File: src/rtl/ptp_evt_pkg.sv
package ptp_evt_pkg;

   localparam int ETH_HDR_BYTES = 14;
   localparam int PTP_HDR_BYTES = 34;
   localparam int TS_BYTES      = 10;
   localparam int FRAME_BYTES   = ETH_HDR_BYTES + PTP_HDR_BYTES + TS_BYTES;
   localparam int PTP_LEN       = PTP_HDR_BYTES + TS_BYTES;

   localparam logic [15:0] ETYPE_PTP  = 16'h88F7;
   localparam logic [47:0] DST_MCAST  = 48'h011B19000000;
   localparam logic [7:0]  PTP_VER    = 8'h02;
   localparam logic [7:0]  DREQ_LOGIV = 8'h7F;

   typedef enum logic [3:0] {
      MSG_SYNC = 4'h0,
      MSG_DREQ = 4'h1
   } msg_e;

   typedef struct packed {
      logic [47:0] sec;
      logic [31:0] ns;
   } ptp_ts_t;

endpackage

File: src/rtl/ptp_sync_timer.sv
module ptp_sync_timer #(
   parameter int TICK_HZ = 512,
   parameter int LOG_LIM = 4
) (
   input  logic              clk,
   input  logic              rst_n,
   input  logic              run,
   input  logic              tick,
   input  logic signed [7:0] log_intvl,
   output logic              due
);

   localparam int CNT_W = $clog2(TICK_HZ + 1) + LOG_LIM;
   localparam logic [CNT_W-1:0] BASE = CNT_W'(TICK_HZ);

   logic [CNT_W-1:0] period;
   logic [CNT_W-1:0] cnt;

   // clamp the log value, then scale one second of ticks
   always_comb begin
      int lg;
      lg = int'(log_intvl);
      if (lg > LOG_LIM)       lg = LOG_LIM;
      else if (lg < -LOG_LIM) lg = -LOG_LIM;
      if (lg < 0) period = BASE >> (-lg);
      else        period = BASE << lg;
      if (period == '0) period = CNT_W'(1);
   end

   always_ff @(posedge clk) begin
      if (!rst_n) begin
         cnt <= '0;
         due <= 1'b0;
      end else begin
         due <= 1'b0;
         if (!run) begin
            cnt <= '0;
         end else if (tick) begin
            if (cnt >= period - CNT_W'(1)) begin
               cnt <= '0;
               due <= 1'b1;
            end else begin
               cnt <= cnt + CNT_W'(1);
            end
         end
      end
   end

endmodule

File: src/rtl/ptp_dreq_thin.sv
module ptp_dreq_thin #(
   parameter int RATIO_W = 3
) (
   input  logic               clk,
   input  logic               rst_n,
   input  logic               run,
   input  logic               sync_seen,
   input  logic [RATIO_W-1:0] ratio,
   output logic               req
);

   localparam int CNT_W = (1 << RATIO_W) - 1;

   logic [CNT_W-1:0] cnt;
   logic [CNT_W-1:0] limit;

   assign limit = {CNT_W{1'b1}} >> (CNT_W - int'(ratio));

   always_ff @(posedge clk) begin
      if (!rst_n) begin
         cnt <= '0;
         req <= 1'b0;
      end else begin
         req <= 1'b0;
         if (!run) begin
            cnt <= '0;
         end else if (sync_seen) begin
            if (cnt >= limit) begin
               cnt <= '0;
               req <= 1'b1;
            end else begin
               cnt <= cnt + CNT_W'(1);
            end
         end
      end
   end

endmodule

File: src/rtl/ptp_frame_tx.sv
module ptp_frame_tx
   import ptp_evt_pkg::*;
(
   input  logic              clk,
   input  logic              rst_n,
   input  logic              sync_run,
   input  logic              dreq_run,
   input  logic              sync_req,
   input  logic              dreq_req,
   input  logic [7:0]        domain,
   input  logic signed [7:0] log_intvl,
   input  logic [31:0]       id_hi,
   input  logic [31:0]       id_lo,
   input  logic [15:0]       id_ext,
   input  logic [47:0]       src_mac,
   input  ptp_ts_t           ts_now,
   output logic [7:0]        tx_data,
   output logic              tx_valid,
   output logic              tx_last,
   output logic              irq,
   output ptp_ts_t           irq_ts,
   output logic              cur_dreq
);

   localparam int IDX_W = $clog2(FRAME_BYTES);
   localparam logic [IDX_W-1:0] LAST_IDX = IDX_W'(FRAME_BYTES - 1);

   logic              busy;
   logic [IDX_W-1:0]  idx;
   logic              sync_pend;
   logic              dreq_pend;
   logic              lat_dreq;
   ptp_ts_t           lat_ts;
   logic [15:0]       lat_seq;
   logic [15:0]       seq_sync;
   logic [15:0]       seq_dreq;
   logic              start_sync;
   logic              start_dreq;
   logic              at_end;

   assign start_sync = !busy && sync_pend;
   assign start_dreq = !busy && dreq_pend && !sync_pend;
   assign at_end     = busy && (idx == LAST_IDX);

   always_ff @(posedge clk) begin
      if (!rst_n) begin
         busy      <= 1'b0;
         idx       <= '0;
         sync_pend <= 1'b0;
         dreq_pend <= 1'b0;
         lat_dreq  <= 1'b0;
         lat_ts    <= '0;
         lat_seq   <= '0;
         seq_sync  <= '0;
         seq_dreq  <= '0;
         irq       <= 1'b0;
         irq_ts    <= '0;
      end else begin
         sync_pend <= sync_run && ((sync_pend && !start_sync) || sync_req);
         dreq_pend <= dreq_run && ((dreq_pend && !start_dreq) || dreq_req);
         irq       <= at_end && lat_dreq;
         if (at_end && lat_dreq) irq_ts <= lat_ts;
         if (start_sync || start_dreq) begin
            busy     <= 1'b1;
            idx      <= '0;
            lat_dreq <= start_dreq;
            lat_ts   <= ts_now;
            lat_seq  <= start_dreq ? seq_dreq : seq_sync;
         end else if (busy) begin
            if (at_end) begin
               busy <= 1'b0;
               idx  <= '0;
               if (lat_dreq) seq_dreq <= seq_dreq + 16'd1;
               else          seq_sync <= seq_sync + 16'd1;
            end else begin
               idx <= idx + IDX_W'(1);
            end
         end
      end
   end

   // frame image, first byte in the top bits
   logic [FRAME_BYTES*8-1:0] frame;
   msg_e                     mtype;
   logic [7:0]               ctrl;
   logic [7:0]               logb;

   always_comb begin
      mtype = lat_dreq ? MSG_DREQ : MSG_SYNC;
      ctrl  = lat_dreq ? 8'h01 : 8'h00;
      logb  = lat_dreq ? DREQ_LOGIV : log_intvl;
      frame = {DST_MCAST, src_mac, ETYPE_PTP,
               4'h0, mtype, PTP_VER, 16'(PTP_LEN), domain, 8'h00,
               16'h0000, 64'h0, 32'h0,
               id_hi, id_lo, id_ext,
               lat_seq, ctrl, logb,
               lat_ts.sec, lat_ts.ns};
   end

   logic [7:0] fbyte [FRAME_BYTES];

   for (genvar b = 0; b < FRAME_BYTES; b++) begin : g_byte
      assign fbyte[b] = frame[(FRAME_BYTES-1-b)*8 +: 8];
   end

   assign tx_data  = busy ? fbyte[idx] : 8'h00;
   assign tx_valid = busy;
   assign tx_last  = at_end;
   assign cur_dreq = lat_dreq;

endmodule

File: src/rtl/ptp_evt_gen.sv
module ptp_evt_gen
   import ptp_evt_pkg::*;
#(
   parameter int TICK_HZ = 512,
   parameter int LOG_LIM = 4,
   parameter int RATIO_W = 3
) (
   input  logic               clk,
   input  logic               rst_n,
   input  logic               tick_en,
   input  logic               cfg_offload_en,
   input  logic               cfg_master,
   input  logic               cfg_auto_sync,
   input  logic [7:0]         cfg_domain,
   input  logic signed [7:0]  cfg_log_intvl,
   input  logic [RATIO_W-1:0] cfg_dreq_ratio,
   input  logic [31:0]        cfg_id_lo,
   input  logic [31:0]        cfg_id_hi,
   input  logic [15:0]        cfg_id_ext,
   input  logic [47:0]        cfg_src_mac,
   input  logic               rx_sync_seen,
   input  logic [47:0]        ts_sec,
   input  logic [31:0]        ts_ns,
   output logic [7:0]         tx_data,
   output logic               tx_valid,
   output logic               tx_last,
   output logic               ts_irq,
   output logic [47:0]        t2_sec,
   output logic [31:0]        t2_ns
);

   if (TICK_HZ < 2) begin : g_bad_tick
      $error("ptp_evt_gen: TICK_HZ must be at least 2");
   end
   if (LOG_LIM < 0 || LOG_LIM > 16) begin : g_bad_log
      $error("ptp_evt_gen: LOG_LIM must lie in 0..16");
   end
   if (RATIO_W < 1 || RATIO_W > 4) begin : g_bad_ratio
      $error("ptp_evt_gen: RATIO_W must lie in 1..4");
   end

   logic    sync_run;
   logic    dreq_run;
   logic    sync_due;
   logic    dreq_due;
   logic    frame_is_dreq;
   ptp_ts_t ts_now;
   ptp_ts_t t2_val;

   assign sync_run = cfg_offload_en && cfg_auto_sync && cfg_master;
   assign dreq_run = cfg_offload_en && !cfg_master;
   assign ts_now   = '{sec: ts_sec, ns: ts_ns};

   ptp_sync_timer #(
      .TICK_HZ (TICK_HZ),
      .LOG_LIM (LOG_LIM)
   ) u_timer (
      .clk       (clk),
      .rst_n     (rst_n),
      .run       (sync_run),
      .tick      (tick_en),
      .log_intvl (cfg_log_intvl),
      .due       (sync_due)
   );

   ptp_dreq_thin #(
      .RATIO_W (RATIO_W)
   ) u_thin (
      .clk       (clk),
      .rst_n     (rst_n),
      .run       (dreq_run),
      .sync_seen (rx_sync_seen),
      .ratio     (cfg_dreq_ratio),
      .req       (dreq_due)
   );

   ptp_frame_tx u_frame (
      .clk       (clk),
      .rst_n     (rst_n),
      .sync_run  (sync_run),
      .dreq_run  (dreq_run),
      .sync_req  (sync_due),
      .dreq_req  (dreq_due),
      .domain    (cfg_domain),
      .log_intvl (cfg_log_intvl),
      .id_hi     (cfg_id_hi),
      .id_lo     (cfg_id_lo),
      .id_ext    (cfg_id_ext),
      .src_mac   (cfg_src_mac),
      .ts_now    (ts_now),
      .tx_data   (tx_data),
      .tx_valid  (tx_valid),
      .tx_last   (tx_last),
      .irq       (ts_irq),
      .irq_ts    (t2_val),
      .cur_dreq  (frame_is_dreq)
   );

   assign t2_sec = t2_val.sec;
   assign t2_ns  = t2_val.ns;

endmodule

File: config.mk
export PLATFORM = sky130hd
export DESIGN_NAME = ptp_evt_gen
export DESIGN_NICKNAME = d
export VERILOG_FILES = /design/src/rtl/ptp_evt_pkg.sv /design/src/rtl/ptp_sync_timer.sv /design/src/rtl/ptp_dreq_thin.sv /design/src/rtl/ptp_frame_tx.sv /design/src/rtl/ptp_evt_gen.sv
export SDC_FILE = /design/constraint.sdc
export NUM_CORES = 1
export LEC_CHECK = 0
export BUFFER_PORTS_ARGS = -buffer_cell sky130_fd_sc_hd__buf_2
export CAP_MARGIN = 20
export CELL_PAD_IN_SITES_DETAIL_PLACEMENT = 0
export CELL_PAD_IN_SITES_GLOBAL_PLACEMENT = 1
export CORE_UTILIZATION = 43
export CTS_CLUSTER_DIAMETER = 40
export DETAILED_ROUTE_END_ITERATION = 16
export PLACE_DENSITY_LB_ADDON = 0.25
export SYNTH_ARGS = -nofsm -noshare
export SYNTH_HDL_FRONTEND = slang
export SYNTH_SLANG_ARGS = --single-unit
File: constraint.sdc
create_clock -name clk -period 12.99 [get_ports clk]
set_input_delay 0.6495 -clock clk [delete_from_list [all_inputs] [get_ports clk]]
set_output_delay 0.6495 -clock clk [all_outputs]
set_load 0.1 [all_outputs]
==> key figures <==
STA
  • Setup total negative slack: 0 ns
  • Final clock skew: 0.0293 ns
  • Post-route clock period utilization: 0.510
  • Max Freq: 151 MHz
  • Post-route minimum period: 6.62 ns
  • Worst-Margin Slew: 1.06 ns
  • Max Slew Vio Count: 0
  • Max_slew headroom: 0.295
  • RSZ-0062 raised after global routing: no
  • Final setup fails: 0
  • Hold Violations, Final: 0

Global routing
  • First-pass GRT wire length: 69200 um
  • Total congestion overflow: 0
  • Largest net degree at the start of global routing: 126
  • Tot GR Track Use: 0.291
  • Vias in the first global route: 11700
  • Initial antenna violation count: 2

Clock network
  • Sink Count: 242
  • CTS tree: yes
  • Num CTS Buffers: 38
  • Setup bufs post-CTS: 0
  • Worst skew pair latency: 0.53 ns
  • Post-CTS resize count: 0
  • Clock slew at reported path FFs: 0.05 ns
  • CTS max path bufs: 3
  • H-tree levels: 2
  • CTS Root Cell: clkbuf_16
  • Hold buffer count at cts: 0

Die
  • Initial core utilization: 0.439
  • Core area: 29800 sq um
  • Die outline height: 176 um
  • Io pins: 325
  • Core Rows: 63
  • Die width: 176 um
  • Die area: 31100 sq um

Worst setup path
  • R2R setup slack: 9.03 ns
  • Crit end category: register
  • Critical Path Max Stage Delay: 0.50 ns
  • Startpoint types: input pin
  • Largest delay share family, worst path: simple AND/OR/NAND/NOR gates
  • Crit Path Category: in2reg
  • Reg2Reg Depth: 8
  • Most frequent CP cell: ha_1
  • Maximum fanout along the worst path: 15
  • CP required: 13.44 ns
  • FF-to-FF End: u_frame.seq_dreq[15]
  • Worst reg2reg path startpoint: u_frame.idx[0]
  • CP max stage cell: or3b_2
  • Arr. time, crit path: 7.07 ns
  • WP buf/inv: 3

Route
  • Final ANT Viol Nets: 0
  • Wire per inst: 20.7 um
  • Drt drc: 0
  • Vias per cell: 5.57
  • Via count: 12400
  • Routed wire length: 46300 um
  • Number of DRC violations after detailed-routing iteration 0: 913
  • DRT Pass-1 Iters: 5

Cells and area
  • Final nets: 2090
  • Layout cells sized above 1: 0.256
  • Multi-input gate area: 7760 sq um
  • P&R area growth vs syn: 23.8%
  • Count of non-filler cells in the finished layout: 2233
  • Most common cell after layout, fill and taps aside: nand2_1
  • # fillers: 2872
  • Finished Core Util: 0.544
  • Register Area: 4850 sq um
  • Most frequent cells in the layout: nand2_1, buf_2, dfxtp_1

Synth
  • Sequential fraction of the synthesis area: 0.370
  • Async S/R FF share, synth: 0
  • Number of synthesized register bits: 242
  • Synthesized netlist cell count: 1546
  • Synthesized area: 13100 sq um
  • Main synth FF type: dfxtp_1
  • Number of flops mapped to enable cells by yosys: 0
  • Ys Warns: 0
  • Net Count, Synth: 1819
  • Yosys cell types: 69
  • Avg Inst Size Synth: 8.46 sq um

Power and ir drop
  • Maximum VDD drop: 78.9 uV
  • Pwr/cell area: 115 nW/um^2
  • Sw frac: 0.225
  • Internal power: 1.44 mW
  • Combinational share of power: 0.056
  • Sw Pwr: 0.418 mW
  • Leak: 6.35 nW
  • Seq pwr share: 0.400
  • Clk pwr share: 0.544

Min path
  • Worst hold path class: in2reg
  • WHS Endpoint: u_frame.fbyte[63]
  • Hold Crit Depth: 3
  • Min-delay src: ts_sec[31]

Placement
  • Hpwl dp: 33500 um
  • GPL Wtd Cong: 0.903
  • DP Cell Count: 2167
  • PortBufs: 324

Job
  • Max Cap Viol: 0

Status
  • Status: completed
## cell usage after synthesis, drive strengths merged (30+ instances only)
library cell | count | area, sq um
a21oi | 40 | 200
mux2i | 33 | 330
nor2 | 79 | 299
a21boi | 167 | 1250
mux4 | 37 | 833
ha | 39 | 488
clkbuf | 89 | 334
dfxtp | 242 | 4840
nand2 | 404 | 1520
xnor2 | 30 | 263
## sequential cells by signal, indices dropped and copies added, names as in the netlist
signal,flops
u_frame.seq_sync,16
u_frame.lat_seq,16
u_timer.due,1
u_thin.req,1
u_frame.idx,6
u_frame.tx_valid,1
u_thin.cnt,7
u_frame.dreq_pend,1
u_frame.fbyte,80
u_frame.cur_dreq,1
u_timer.cnt,14
u_frame.irq_ts,80
u_frame.sync_pend,1
u_frame.irq,1
u_frame.seq_dreq,16
## worst register-to-register path: stages, from the launching register on
cell and delay (ns):
dfxtp_4 0.69, buf_4 0.81, ha_1 0.39, and3_1 0.22
and4_4 0.51, nand4_1 0.48, nor4_1 0.45, xor2_1 0.13
and2_1 0.18
## power by group through the flow
stage	clock [mW]	sequential [mW]	combinational, mW
after floorplan	0	0.759	0.0515
after global placement	0	0.759	0.103
after detailed placement	0	0.759	0.103
after CTS	1.02	0.743	0.104
after global routing	1.06	0.742	0.114
final	1.01	0.743	0.104
## final cells by class
| class | instances | area share |
|---|---|---|
| clock buffer | 47 | 0.0632 |
| antenna | 1 | 0.000154 |
| sequential | 242 | 0.299 |
| clock inverter | 18 | 0.0150 |
| multi-input combinational | 1169 | 0.479 |
| inverter | 27 | 0.00625 |
| timing repair buffer | 339 | 0.107 |
| tap | 390 | 0.0301 |
## worst max-delay path by stage
stage | to | cells after the start | from | slack, ns
2_1_floorplan | u_timer.cnt[0] | 29 | cfg_log_intvl[7] | 6.58
3_3_place_gp | u_timer.cnt[13] | 28 | cfg_log_intvl[7] | 5.96
3_5_place_dp | u_timer.cnt[13] | 28 | cfg_log_intvl[7] | 5.92
4_1_cts | u_timer.cnt[13] | 28 | cfg_log_intvl[7] | 6.43
5_1_grt | u_timer.cnt[12] | 28 | cfg_log_intvl[2] | 6.11
6_report | u_timer.cnt[13] | 28 | cfg_log_intvl[2] | 6.37
## through the flow
step	instance area (sq um)	total power [mW]	hold slack [ns]	worst slack (ns)
final	16200	1.86	0.373	6.37
after global routing	16200	1.92	0.379	6.11
after CTS	16200	1.87	0.366	6.43
after detailed placement	14900	0.862	0.443	5.92
after global placement	14900	0.862	0.428	5.96
after floorplan	13100	0.810	0.413	6.58
## cell families after synthesis
group	Yosys count	share of synthesized area
xor gates and xnor gates	48	0.0321
and+or+nand+nor	651	0.222
AOI/OAI and AO/OA	348	0.199
buffers and inverters	135	0.0395
adders and majority gates	39	0.0373
other	1	0.000287
muxes	82	0.0995
DFF	242	0.370
## layer usage
metal / share of wire / up-vias / GRT usage
li1: - / 5957 / -
met1: 0.46 / 5967 / 0.410
met2: 0.45 / 436 / 0.456
met3: 0.065 / 66 / 0.0444
met4: 0.027 / 2 / 0.0902
met5: 0.00028 / - / 0
No activity file was read; power rests on OpenSTA's default activity.
